**src/rtl/cmbp_pkg.sv**
```systemverilog
package cmbp_pkg;

    typedef enum logic [1:0] {
        ST_IDLE       = 2'd0,
        ST_WAIT_FRAME = 2'd1,
        ST_FILL       = 2'd2,
        ST_HOLD       = 2'd3
    } cmbp_state_e;

    localparam int FILL_FRAMES = 2;

endpackage

```
**src/rtl/cmbp_regs.sv**
```systemverilog
module cmbp_regs #(
    parameter int PAT_W = 5
) (
    input  logic             clk,
    input  logic             rst_n,
    input  logic             ctl_wr,
    input  logic             ctl_arm_in,
    input  logic             mode_wr,
    input  logic             mode_start_in,
    input  logic [PAT_W-1:0] mode_pattern_in,
    input  logic             done,
    output logic             arm_q,
    output logic             start_q,
    output logic [PAT_W-1:0] pattern_q,
    output logic             trig
);

    always_ff @(posedge clk) begin
        if (!rst_n) begin
            arm_q     <= 1'b0;
            start_q   <= 1'b0;
            pattern_q <= '0;
        end else begin
            if (ctl_wr) begin
                arm_q <= ctl_arm_in;
            end
            if (mode_wr) begin
                start_q   <= mode_start_in;
                pattern_q <= mode_pattern_in;
            end else if (done) begin
                start_q <= 1'b0;
            end
        end
    end

    // rising start write, honoured only while armed
    always_comb begin
        trig = mode_wr && mode_start_in && !start_q && arm_q;
    end

endmodule

```
**src/rtl/cmbp_addr_gen.sv**
```systemverilog
module cmbp_addr_gen #(
    parameter int STREAMS  = 4,
    parameter int CHANNELS = 128,
    localparam int CH_W    = $clog2(CHANNELS),
    localparam int ST_W    = (STREAMS > 1) ? $clog2(STREAMS) : 1,
    localparam int ADDR_W  = (STREAMS > 1) ? CH_W + ST_W : CH_W
) (
    input  logic              clk,
    input  logic              rst_n,
    input  logic              clr,
    input  logic              inc,
    output logic [ADDR_W-1:0] addr,
    output logic              last
);

    logic [CH_W-1:0] chan_q;
    logic            chan_wrap;

    always_comb begin
        chan_wrap = (chan_q == CH_W'(CHANNELS - 1));
    end

    always_ff @(posedge clk) begin
        if (!rst_n || clr) begin
            chan_q <= '0;
        end else if (inc) begin
            chan_q <= chan_wrap ? '0 : chan_q + 1'b1;
        end
    end

    generate
        if (STREAMS > 1) begin : g_multi
            logic [ST_W-1:0] strm_q;
            always_ff @(posedge clk) begin
                if (!rst_n || clr) begin
                    strm_q <= '0;
                end else if (inc && chan_wrap) begin
                    strm_q <= (strm_q == ST_W'(STREAMS - 1)) ? '0 : strm_q + 1'b1;
                end
            end
            always_comb begin
                addr = {strm_q, chan_q};
                last = chan_wrap && (strm_q == ST_W'(STREAMS - 1));
            end
        end else begin : g_single
            always_comb begin
                addr = chan_q;
                last = chan_wrap;
            end
        end
    endgenerate

endmodule

```
**src/rtl/cmbp_seq.sv**
```systemverilog
module cmbp_seq
    import cmbp_pkg::*;
#(
    parameter int PAT_W  = 5,
    parameter int WORD_W = 16,
    localparam int LOW_W = WORD_W - PAT_W
) (
    input  logic              clk,
    input  logic              rst_n,
    input  logic              trig,
    input  logic              arm_q,
    input  logic              start_q,
    input  logic [PAT_W-1:0]  pattern_in,
    input  logic              frame_pulse,
    input  logic              last,
    output logic              fill_en,
    output logic              cnt_clr,
    output logic              done,
    output logic              busy,
    output logic [WORD_W-1:0] wdata
);

    cmbp_state_e      state, state_nx;
    logic [1:0]       frames_q;
    logic [PAT_W-1:0] pat_lat;
    logic             abort;

    always_comb begin
        abort = !start_q || !arm_q;
    end

    always_comb begin
        state_nx = state;
        unique case (state)
            ST_IDLE:       if (trig) state_nx = ST_WAIT_FRAME;
            ST_WAIT_FRAME: if (abort) state_nx = ST_IDLE;
                           else if (frame_pulse) state_nx = ST_FILL;
            ST_FILL:       if (abort) state_nx = ST_IDLE;
                           else if (last) state_nx = ST_HOLD;
            ST_HOLD:       if (abort) state_nx = ST_IDLE;
                           else if (frames_q == 2'(FILL_FRAMES)) state_nx = ST_IDLE;
            default:       state_nx = ST_IDLE;
        endcase
    end

    // state register with run bookkeeping
    always_ff @(posedge clk) begin
        if (!rst_n) begin
            state    <= ST_IDLE;
            frames_q <= '0;
            pat_lat  <= '0;
        end else begin
            state <= state_nx;
            if (state == ST_IDLE && trig) begin
                pat_lat <= pattern_in;
            end
            if (state == ST_IDLE || state == ST_WAIT_FRAME) begin
                frames_q <= '0;
            end else if (frame_pulse && frames_q != 2'(FILL_FRAMES)) begin
                frames_q <= frames_q + 1'b1;
            end
        end
    end

    // outputs
    always_comb begin
        busy    = (state != ST_IDLE);
        fill_en = (state == ST_FILL) && !abort;
        cnt_clr = (state != ST_FILL);
        done    = (state == ST_HOLD) && !abort && (frames_q == 2'(FILL_FRAMES));
        wdata   = {pat_lat, {LOW_W{1'b0}}};
    end

endmodule

```
**src/rtl/cmbp_block_prog.sv**
```systemverilog
module cmbp_block_prog #(
    parameter int STREAMS  = 4,
    parameter int CHANNELS = 128,
    parameter int PAT_W    = 5,
    parameter int WORD_W   = 16,
    localparam int ADDR_W  = $clog2(STREAMS * CHANNELS)
) (
    input  logic              clk,
    input  logic              rst_n,
    input  logic              ctl_wr,
    input  logic              ctl_arm_in,
    input  logic              mode_wr,
    input  logic              mode_start_in,
    input  logic [PAT_W-1:0]  mode_pattern_in,
    input  logic              frame_pulse,
    output logic              cm_we,
    output logic [ADDR_W-1:0] cm_addr,
    output logic [WORD_W-1:0] cm_wdata,
    output logic              arm_q,
    output logic              start_q,
    output logic [PAT_W-1:0]  pattern_q,
    output logic              busy
);

    logic trig, done, fill_en, cnt_clr, last;

    cmbp_regs #(.PAT_W(PAT_W)) regs_i (
        .clk(clk), .rst_n(rst_n),
        .ctl_wr(ctl_wr), .ctl_arm_in(ctl_arm_in),
        .mode_wr(mode_wr), .mode_start_in(mode_start_in),
        .mode_pattern_in(mode_pattern_in), .done(done),
        .arm_q(arm_q), .start_q(start_q), .pattern_q(pattern_q), .trig(trig)
    );

    cmbp_seq #(.PAT_W(PAT_W), .WORD_W(WORD_W)) seq_i (
        .clk(clk), .rst_n(rst_n), .trig(trig), .arm_q(arm_q), .start_q(start_q),
        .pattern_in(mode_pattern_in), .frame_pulse(frame_pulse), .last(last),
        .fill_en(fill_en), .cnt_clr(cnt_clr), .done(done), .busy(busy),
        .wdata(cm_wdata)
    );

    cmbp_addr_gen #(.STREAMS(STREAMS), .CHANNELS(CHANNELS)) addr_i (
        .clk(clk), .rst_n(rst_n), .clr(cnt_clr), .inc(fill_en),
        .addr(cm_addr), .last(last)
    );

    always_comb begin
        cm_we = fill_en;
    end

endmodule

```
**config.mk**
```make
export PLATFORM = sky130hd
export DESIGN_NAME = cmbp_block_prog
export DESIGN_NICKNAME = d
export VERILOG_FILES = /design/src/rtl/cmbp_pkg.sv /design/src/rtl/cmbp_regs.sv /design/src/rtl/cmbp_addr_gen.sv /design/src/rtl/cmbp_seq.sv /design/src/rtl/cmbp_block_prog.sv
export SDC_FILE = /design/constraint.sdc
export NUM_CORES = 1
export LEC_CHECK = 0
export BUFFER_PORTS_ARGS = -buffer_cell sky130_fd_sc_hd__buf_2
export CAP_MARGIN = 20
export CORE_MARGIN = 2
export CORE_UTILIZATION = 48
export DETAILED_ROUTE_END_ITERATION = 8
export MAX_ROUTING_LAYER = met4
export PLACE_DENSITY = 0.85
export REMOVE_ABC_BUFFERS = 1
export SKIP_LAST_GASP = 1
export SLEW_MARGIN = 20
export SYNTH_ARGS = -nofsm -noshare
export SYNTH_HDL_FRONTEND = slang
export SYNTH_HIERARCHICAL = 1
export SYNTH_SLANG_ARGS = --single-unit
```
**constraint.sdc**
```tcl
create_clock -name clk -period 2.9 [get_ports clk]
set_input_delay 0.29 -clock clk [delete_from_list [all_inputs] [get_ports clk]]
set_output_delay 0.29 -clock clk [all_outputs]
set_load 0.01 [all_outputs]
```
# After elaboration in Yosys (flattened, before gate mapping)
# Cells that the tools add are included.
# classes
muxes,12
bitwise_logic,1
n_eq_ne,12
n_addsub,3
n_reduce_logical,22
# ops
operator,n
2-bit two-way mux,8
1-bit logical AND,10
2-bit equality test (second input constant),4
2-bit case mux with 4 select lines,1
7-bit by 1-bit adder with 7-bit output (second input constant),1
7-bit equality test (second input constant),1
7-bit two-way mux,1
3-bit by 1-bit != test with 1-bit output (second input constant),2
2-bit by 1-bit adder with 2-bit output (second input constant),2
1-bit logical NOT,4
2-bit != test (second input constant),2
4-bit AND reduction,1
2-bit nonzero test,2
1-bit logical OR,3
3-bit by 2-bit != test with 1-bit output (second input constant),1
2-bit by 1-bit equality test with 1-bit output (second input constant),1
2-bit logical NOT,1
1-bit two-way mux,2
2-bit by 1-bit != test with 1-bit output (second input constant),1
2-bit OR reduction,1
1-bit inverter,1
# totals
input_bits,12
word_cells,58
register_bits,25

# Depth between registers and ports, before layout
# logic_depth
word_depth,7
mapped_depth,6
ltp_nobuf,6

# By module
# The synthesis kept the hierarchy.
# modules_own_cells
mod,n_inst,area_per_inst_um2,cells_each,seq_area_each_um2
cmbp_seq,1,539.3,59,180.2
cmbp_addr_gen,1,440.4,51,180.2
cmbp_regs,1,279.0,23,140.1

# Least setup slack after synthesis
# No wires, ideal clock.
# synth_timing
path_kind,register to register
from,register regs_i.arm_q
to,register addr_i.chan_q[5]
path_stages_with_launch,6
required_ps,2826
t_arrival_ps,1759
period_less_slack_ps,1834
setup_slack_ps,1066
setup_ps,74
cell_sequence,dfxtp_1 nand3_1 nor2_1 inv_2 or4_1 a31oi_1
# synth_between
elab_chain_len,4
# synth_rtl
element,line_no,text
"start, declared",cmbp_regs.sv:12,"output logic arm_q,"
"start signal, assigned",cmbp_regs.sv:25,arm_q <= ctl_arm_in;
1-bit logical NOT,cmbp_seq.sv:29,abort = !start_q || !arm_q;
1-bit logical OR,cmbp_seq.sv:29,
1-bit logical NOT,cmbp_seq.sv:68,fill_en = (state == ST_FILL) && !abort;
1-bit logical AND,cmbp_seq.sv:68,
via cm_we,cmbp_block_prog.sv:16,"output logic cm_we,"
"end signal, assigned",cmbp_addr_gen.sv:27,chan_q <= chan_wrap ? '0 : chan_q + 1'b1;
"end, declared",cmbp_addr_gen.sv:16,logic [CH_W-1:0] chan_q;
# The timed path passes the listed nets, and every way through them passes these cells.
# A chain may end at the register's enable or synchronous reset.

# Final worst setup path
# layout_timing
from,register seq_i.state[1]
to,register addr_i.chan_q[5]
# layout_between
elab_chain_len,2
word_cells_on_any_way,4
# layout_rtl
element,line_no,text
"start, declared",cmbp_seq.sv:23,"cmbp_state_e state, state_nx;"
"start signal, assigned",cmbp_seq.sv:53,state <= state_nx;
2-bit equality test / 2-bit != test (equally long branches),"cmbp_seq.sv:68, cmbp_seq.sv:69",
1-bit logical AND / 1-bit logical OR (equally long branches),"cmbp_seq.sv:68, cmbp_addr_gen.sv:24",
# Several ways; a longest one is shown, not always the timed one.

==> metrics.md <==
| Metric | Value |
|---|---|
| Status | finished clean |
| Gr ovfl total | 0 |
| Max Buffers Root-to-Sink | 2 |
| Relative slew slack | 0.646 |
| Antenna violations before repair | 0 |
| Post-synthesis register bit count | 25 |
| Hold Fails Final Rpt | 0 |
| Final ANT Viol Nets | 0 |
| Layout fillers | 218 |
| Power density over the cells | 396 nW/um^2 |
| H-tree levels | 1 |
| I/O pin count | 46 |
| Overall routing resource usage | 0.173 |
| Largest cells by area after synthesis | dfxtp_1 40%, mux2i_1 9.5%, nor2b_1 7.5% |
| Largest area contributor in the netlist | dfxtp_1 |
| Cts bufs inserted | 3 |
| Clk_lat worst skew | 0.32 ns |
| Placement Setup Slack | 0.872 ns |
| Iteration-0 DRC Markers | 25 |
| Final setup TNS | 0 ns |
| Total power | 0.000559 W |
| Req. time, crit path | 3.16 ns |
| Max-slew violations | 0 |
| CTS resizes | 0 |
| Share of the synthesized area in the top cell type | 0.398 |
| Largest net degree at the start of global routing | 18 |
| GPL Wtd Cong | 0.872 |
| Vias in the first global route | 919 |
| CTS tree | built |
| Most instantiated library cell after synthesis | dfxtp_1 |
| Core area | 2480 um^2 |
| Final min period | 2.05 ns |
| R2r setup slk | 0.85 ns |
| Cell Area, Synth | 1260 um^2 |
| Reg2reg path depth | 5 |
| Peak supply drop | 311 uV |
| DRC violations left | 0 |
| Initial Util | 0.508 |
| Synthesized instance count | around 130 |
| IO Port Bufs | 34 |
| # Max-Cap Violations | 0 |
| Antenna cells | 0 |
| Die ar. | 3050 um^2 |
| Cell Rows | 18 |
| Switching power | 0.000135 W |
| DR vias | 1043 |
| Period utilisation layout | 0.707 |
| Post-synth cell types | 39 |
| First-pass GRT wire length | 4150 um |
| Logic gate share of total power | 0.086 |
| Final setup vio count | 0 |
| Peak Freq | 488 MHz |
| Die Ht | 55.2 um |
| Setup Fix Bufs, Post-CTS | 0 |
| WP data arrival | between 2 and 2.5 ns |
| Lkg Pwr | a little over 0.6 nW |
| Skew final | 0.0124 ns |
| Worst Path Max Fanout | 9 |
| Prevailing post-synth register cell | dfxtp_1 |
| Layout overhead on the synthesized area | 12.1% |
| # nets final | 182 |
| RSZ-0062 raised after global routing | false |
| Detailed-placement wirelength estimate | 1860 um |
| Asr flop ratio synth | 0 |
| Crit path kind | reg -> reg |
| Post-synth EDFFs | 0 |
| # hold bufs at CTS | 0 |
| Worst slew pin tran | 0.529 ns |
| CP startpoint kind | flop |
| Commonest cells in the netlist | 25 x dfxtp_1, 15 x nor2b_1, 12 x mux2i_1 |
| DR vias/cell | 5.32 |
| Clock power share | 0.277 |
| Sequential area share after synthesis | 0.398 |
| Sw frac | 0.242 |
| Clock-pin slew on the worst setup and hold paths | 0.14 ns |
| Avg Cell Area, Syn | 9.46 um^2 |
| Worst setup path start | seq_i/state[1] |
| Sequential share of power | 0.637 |
| Root Buffer | clkbuf_4 |
| Crit end category | flop |
| CP endpoint | addr_i/chan_q[5] |
| Detailed Routing Iterations Pass 1 | 4 |
| FF-to-FF End | addr_i/chan_q[5] |
| Worst hold path class | in -> reg |
| Die X | 55.2 um |
| Final WS setup | 0.851 ns |
| Fraction of layout cells with a size suffix above 1 | 0.265 |
| Yosys Warn Count | 6 |
| P_int | 0.000424 W |
| Clock Sinks | 25 |
| DR WL/cell | 12.7 um |
| Worst R2R Start | seq_i/state[1] |
| Final WL | 2490 um |
-- state kept, by name, summed over array words and instances (netlist names) --
name and cells:
seq_i/pat_lat 5, regs_i/pattern_q 5, addr_i/chan_q 7, regs_i/start_q 1, seq_i/state 2, regs_i/arm_q 1
seq_i/frames_q 2, addr_i/g_multi.strm_q 2
-- cells by family (layout without fill, tap and decap cells) --
kind of cell             after synthesis  in the layout  synth area share
AND/OR/NAND/NOR                       54             54             0.256
buffers and inverters                 17             40             0.101
multiplexers                          12             12            0.0954
XOR/XNOR                               3              3            0.0209
AO/OA/AOI/OAI                         18             18            0.0954
flip-flops                            25             25             0.398
other                                  1             11           0.00298
adder cells (fa/ha/maj)                3              3            0.0298
-- metal layers --
layer / global-route usage / part of all wire
met1: 0.218 / 0.46
met2: 0.255 / 0.44
met3: 0.0422 / 0.083
met4: 0.0906 / 0.022
met5: - / 0
-- worst min path at each step --
stage	startpoint	cells after the start	endpoint
finish	mode_start_in	2	regs_i/start_q
floorplan	rst_n	1	regs_i/arm_q
global placement	seq_i/frames_q[1]	2	seq_i/frames_q[1]
detailed placement	seq_i/frames_q[1]	2	seq_i/frames_q[1]
global route	mode_start_in	2	regs_i/start_q
CTS	mode_start_in	2	regs_i/start_q
-- cell usage in the layout (no fill, tap or decap), types with 2 or more instances in the layout --
| cell | count |
|---|---|
| conb_1 | 11 |
| o31ai_1 | 3 |
| nand4_1 | 4 |
| nand2_1 | 9 |
| a31oi_1 | 2 |
| buf_2 | 34 |
| nor2_1 | 8 |
| nand3_1 | 4 |
| xor2_1 | 2 |
| clkbuf_4 | 3 |
| mux2i_1 | 12 |
| o211ai_1 | 2 |
| a21oi_1 | 6 |
| ha_1 | 3 |
| dfxtp_1 | 25 |
| nor2b_1 | 15 |
-- worst max-delay path, stage by stage (launching register included) --
cell     delay [ns]
dfxtp_1        0.53
nand3_1        0.15
nor2_1         0.44
inv_2          0.16
or4_1          0.55
a31oi_1        0.17
-- stage by stage --
stage | area (um^2) | hold slack [ns] | utilization | instances
final | 1410 | 0.199 | 0.570 | 196
after global routing | 1410 | 0.198 | 0.570 | 196
after CTS | 1410 | 0.192 | 0.570 | 196
after detailed placement | 1380 | 0.503 | 0.559 | 192
after global placement | 1380 | 0.489 | 0.559 | 192
after floorplan | 1180 | 0.418 | - | 128
-- layout make-up --
cell class | instances | area (um^2) | share of cell area
clock buffers | 3 | 22.5 | 0.0160
flip-flops and latches | 25 | 500 | 0.355
multi-input cells | 101 | 668 | 0.473
inverters | 2 | 7.51 | 0.00532
clock inverters | 1 | 5.00 | 0.00355
repair buffers | 34 | 170 | 0.121
well taps | 30 | 37.5 | 0.0266
-- power by group through the flow --
stage / clock network [W] / logic, W / registers (W)
floorplan: 0 / 0.0000230 / 0.000366
global placement: 0 / 0.0000471 / 0.000363
detailed placement: 0 / 0.0000482 / 0.000364
CTS: 0.000161 / 0.0000483 / 0.000356
global route: 0.000172 / 0.0000528 / 0.000358
finish: 0.000155 / 0.0000480 / 0.000356
Note: power is estimated with default switching activity, not from simulation.
